File: src/rtl/busarb_pkg.sv
package busarb_pkg;
  typedef enum logic [1:0] {
    ARB_IDLE = 2'd0,
    ARB_EXT  = 2'd1,
    ARB_WAIT = 2'd2,
    ARB_INT  = 2'd3
  } arb_state_t;
endpackage

File: src/rtl/busarb_fsm.sv
module busarb_fsm
  import busarb_pkg::*;
(
  input  logic       clk,
  input  logic       rst,
  input  logic       ext_req_n,
  input  logic       int_need,
  input  logic       int_hi_pri,
  input  logic       busy_in_n,
  output arb_state_t state_q
);
  arb_state_t state_d;
  logic ext_req, preempt, ext_release, ext_beats_int;

  assign ext_req       = ~ext_req_n;
  assign preempt       = int_need & int_hi_pri;
  assign ext_release   = ext_req_n & busy_in_n;
  assign ext_beats_int = ext_req & ~int_hi_pri;

  always_comb begin
    state_d = state_q;
    unique case (state_q)
      ARB_IDLE: begin
        if (int_need && (int_hi_pri || !ext_req)) state_d = ARB_INT;
        else if (ext_req)                          state_d = ARB_EXT;
      end
      ARB_EXT: begin
        if (preempt)          state_d = ARB_WAIT;
        else if (ext_release) state_d = ARB_IDLE;
      end
      ARB_WAIT: begin
        if (busy_in_n) state_d = ARB_INT;
      end
      ARB_INT: begin
        if (!int_need || ext_beats_int) state_d = ARB_IDLE;
      end
      default: state_d = ARB_IDLE;
    endcase
  end

  always_ff @(posedge clk) begin
    if (rst) state_q <= ARB_IDLE;
    else     state_q <= state_d;
  end


  ext_no_direct_int_chk: assert property (@(posedge clk) disable iff (rst)
    (state_q == ARB_EXT) |=> (state_q != ARB_INT));

  wait_holds_busy_chk: assert property (@(posedge clk) disable iff (rst)
    (state_q == ARB_WAIT && !busy_in_n) |=> (state_q == ARB_WAIT));
endmodule

File: src/rtl/busarb_pins.sv
module busarb_pins
  import busarb_pkg::*;
(
  input  logic       clk,
  input  logic       rst,
  input  arb_state_t state_q,
  output logic       grant_n,
  output logic       busy_drv,
  output logic       busy_oe,
  output logic       ts_drv,
  output logic       ts_oe,
  output logic       int_owns
);
  logic own_now, own_prev_q;

  assign own_now  = (state_q == ARB_INT);
  assign int_owns = own_now;
  assign grant_n  = (state_q != ARB_EXT);
  assign busy_oe  = own_now;
  assign busy_drv = ~own_now;
  assign ts_oe    = own_now;
  assign ts_drv   = ~(own_now & ~own_prev_q);

  always_ff @(posedge clk) begin
    if (rst) own_prev_q <= 1'b0;
    else     own_prev_q <= own_now;
  end


  grant_busy_excl_chk: assert property (@(posedge clk) disable iff (rst)
    !(!grant_n && busy_oe));

  ts_only_driven_chk: assert property (@(posedge clk) disable iff (rst)
    !ts_drv |-> ts_oe);

  ts_single_pulse_chk: assert property (@(posedge clk) disable iff (rst)
    !ts_drv |=> ts_drv);
endmodule

File: src/rtl/busarb_top.sv
module busarb_top
  import busarb_pkg::*;
(
  input  logic clk,
  input  logic rst,
  input  logic ext_req_n,
  input  logic int_need,
  input  logic int_hi_pri,
  input  logic busy_in_n,
  output logic grant_n,
  output logic busy_drv,
  output logic busy_oe,
  output logic ts_drv,
  output logic ts_oe,
  output logic int_owns
);
  arb_state_t state_q;

  busarb_fsm u_fsm (
    .clk(clk), .rst(rst), .ext_req_n(ext_req_n), .int_need(int_need),
    .int_hi_pri(int_hi_pri), .busy_in_n(busy_in_n), .state_q(state_q)
  );

  busarb_pins u_pins (
    .clk(clk), .rst(rst), .state_q(state_q), .grant_n(grant_n),
    .busy_drv(busy_drv), .busy_oe(busy_oe), .ts_drv(ts_drv),
    .ts_oe(ts_oe), .int_owns(int_owns)
  );


  own_drives_busy_chk: assert property (@(posedge clk) disable iff (rst)
    int_owns |-> (busy_oe && !busy_drv && grant_n));

  ts_on_entry_chk: assert property (@(posedge clk) disable iff (rst)
    $rose(int_owns) |-> !ts_drv);
endmodule

File: config.mk
export PLATFORM = sky130hd
export DESIGN_NAME = busarb_top
export DESIGN_NICKNAME = d
export VERILOG_FILES = /design/src/rtl/busarb_pkg.sv /design/src/rtl/busarb_fsm.sv /design/src/rtl/busarb_pins.sv /design/src/rtl/busarb_top.sv
export SDC_FILE = /design/constraint.sdc
export NUM_CORES = 1
export LEC_CHECK = 0
export ABC_AREA = 1
export BUFFER_PORTS_ARGS = -buffer_cell sky130_fd_sc_hd__clkbuf_2
export CAP_MARGIN = 20
export CORE_AREA = 2 2 39 41
export CTS_CLUSTER_DIAMETER = 50
export DETAILED_ROUTE_END_ITERATION = 16
export DIE_AREA = 0 0 41 43
export RECOVER_POWER = 50
export SETUP_SLACK_MARGIN = 0.4
export SLEW_MARGIN = 20
export SYNTH_ARGS = -nofsm -noshare
export SYNTH_HDL_FRONTEND = slang
export SYNTH_SLANG_ARGS = --single-unit
File: constraint.sdc
create_clock -name clk -period 1.65 [get_ports clk]
set_input_delay 0.33 -clock clk [delete_from_list [all_inputs] [get_ports clk]]
set_output_delay 0.33 -clock clk [all_outputs]
set_load 0.02 [all_outputs]
==> summary.md <==
| Metric | Value |
|---|---|
| Initial core utilization | `15.7%` |
| Share of power burned in registers | `19.9%` |
| Vias in the first global route | `319` |
| Final setup fails | `0` |
| CP bufs+invs | `1` |
| Placeable Area | `1380 µm²` |
| Sequential share of the synthesized area | `27.6%` |
| Clock buffer depth | `2` |
| Startpoint Class | `flop` |
| Die width | `41 µm` |
| Drt drc | `0` |
| Clock power share | `26.6%` |
| Critical Path Start | `u_fsm.state_q[1]$_SDFFE_PP0P_` |
| Io pins | `12` |
| Site Rows | `14` |
| Fill cells | `150` |
| Design area | `445 µm²` |
| Relative slew slack | `85.9%` |
| Post-Route Setup TNS | `0 ns` |
| Worst skew pair latency | `0.24 ns` |
| Net Sw Frac | `37.3%` |
| Fin Hold WS | `0.300 ns` |
| Synth warnings | `0` |
| GP Congestion | `0.604` |
| First-pass GRT wire length | `1.19 mm` |
| Leakage power | `0.233 nW` |
| Synth-to-layout area growth | `105%` |
| Comb pwr share | `53.5%` |
| Min Tclk post-route | `1.37 ns` |
| WL final | `759 µm` |
| Cell variety after synth | `15` |
| CTS tree | `built` |
| DR WL/cell | `10.4 µm` |
| Hold crit path type | `in -> reg` |
| DP Area | `278 µm²` |
| Most frequent cells in the layout | `11 x nand2_1, 6 x buf_4, 5 x clkbuf_2, 5 x buf_8` |
| GRT overflow | `0` |
| Die Ht | `43 µm` |
| Min-delay src | `rst` |
| DPL Wire Length | `381 µm` |
| Max VDD drop | `0.364 mV` |
| Int Pwr | `313 µW` |
| DR vias/cell | `4.14` |
| H-tree Lvls | `1` |
| Port bufs | `11` |
| Root Driver | `clkbuf_4` |
| Mean Syn Cell Area | `6.22 µm²` |
| Worst slew pin tran | `0.210 ns` |
| Worst path cell trace | `nand2_4, or2_4, buf_8` |
| Synth Instances | `35` |
| Critical path data arrival time | `1.04 ns` |
| Yosys reg bits | `3` |
| Worst EP required | `1.32 ns` |
| Critical path fanouts, max | `3` |
| ANT nets after route | `0` |
| DR vias | `302` |
| Footprint of the multi-input gates | `136 µm²` |
| CTS Buf Count | `3` |
| Pwr dens | `1120 nW/µm²` |
| Reg area | `61.3 µm²` |
| Ant diodes | `0` |
| Worst Setup End Kind | `primary output` |
| Initial antenna violation count | `0` |
| Delay-heaviest family, CP | `flip-flops` |
| GRT Util Overall | `11.1%` |
| Class of the most critical setup path | `reg -> out` |
| Hold Vio Cnt, Final | `0` |
| First DRT Iteration DRCs | `2` |
| Delay of the slowest critical-path stage | `0.37 ns` |
| Worst r2r src | `u_fsm.state_q[1]$_SDFFE_PP0P_` |
| Critical-path top delay cell | `dfxtp_1` |
| Final period utilization | `82.9%` |
| Commonest non-fill, non-tap cell in the layout | `nand2_1` |
| Nets | `64` |
| Status | `complete, no violations` |
| Skew final | `0.00986 ns` |
| Post-synthesis instance area | `218 µm²` |
| Slew Viols, Final | `0` |
| Final core utilization | `32.2%` |
| Largest net degree at the start of global routing | `5` |
| Fmax | `0.731 GHz` |
| Clk sinks | `3` |
| Worst-path clk slew | `0.04 ns` |
| DRT Pass-1 Iters | `4` |
| Full die area | `1760 µm²` |
| NetSw | `186 µW` |
| Unrepaired setup endpoints after global routing | `true` |
| Maxcap violations | `0` |
| Layout cell share with drive strength beyond 1 | `54.4%` |
| Syn Nets | `41` |
cells in the mapped netlist:
cell type,number,share of area [%]
nand3_1,2,4.6
nor2_1,2,3.4
nand3b_1,1,3.4
dfxtp_1,3,28
or2_2,1,2.9
nand2_1,11,19
nand4_1,1,2.9
nand2_2,1,2.9
inv_1,3,5.2
inv_2,2,3.4
nand3_2,1,4.6
a21oi_1,1,2.3
buf_4,2,6.9
nor2_2,3,8.6
o21ai_0,1,2.3
power groups by stage:
stage          registers [mW]  clock network [mW]  logic (mW)
6_report               0.0995               0.133       0.267
5_1_grt                 0.100               0.150       0.289
4_1_cts                 0.101               0.136       0.240
3_5_place_dp            0.101                   0       0.137
3_3_place_gp            0.101                   0       0.136
2_1_floorplan          0.0996                   0       0.108
flip-flops by register name, summed over array words and instances, names as in the netlist:
register / count
u_fsm.state_q: 2
u_pins.own_prev_q: 1
area by class of cell:
class | instances | share of cell area (%)
inverter | 5 | 5.90
multi-input combinational | 25 | 30.6
sequential | 3 | 13.8
timing repair buffer | 20 | 39.3
tap | 16 | 4.49
clock buffer | 4 | 5.90
layer usage:
layer  vias up  track usage (%)  share of wire, %  wire length [µm]
li1        149                -                 -                 -
met1       130             9.65                33               249
met2        17             15.6                50               380
met3         6             7.85               9.1                69
met4         0             10.7               7.8                59
met5         -                0                 0                 0
repair_timing:
action,4_1_cts,5_1_grt
buffers inserted,8,1
hold buffers,0,0
gates resized for setup,18,10
pin swaps,2,1
gates cloned,0,0
setup endpoints to repair,5,6
metrics by stage:
step	power [mW]	setup slack, ns	cells
after floorplan	0.207	0.444	35
after global placement	0.238	0.411	60
after detailed placement	0.238	0.402	60
after CTS	0.478	0.306	72
after global routing	0.539	0.250	73
final	0.499	0.283	73
cell families after synthesis:
kind of cell,Yosys count,synth area share [%]
AND/OR/NAND/NOR,23,52.3
buffers and inverters,7,15.5
flip-flops,3,27.6
AO/OA/AOI/OAI,2,4.59
worst paths after layout:
path,to,slack (ns),depth (start not counted)
hold / removal,u_fsm.state_q[0]$_SDFFE_PP0P_,0.30,2
setup reg to reg,u_fsm.state_q[1]$_SDFFE_PP0P_,0.44,8
setup / recovery,ts_drv,0.28,3
hold reg to reg,u_pins.own_prev_q$_SDFF_PP0_,0.62,3
(Power assumes the default switching activity.)
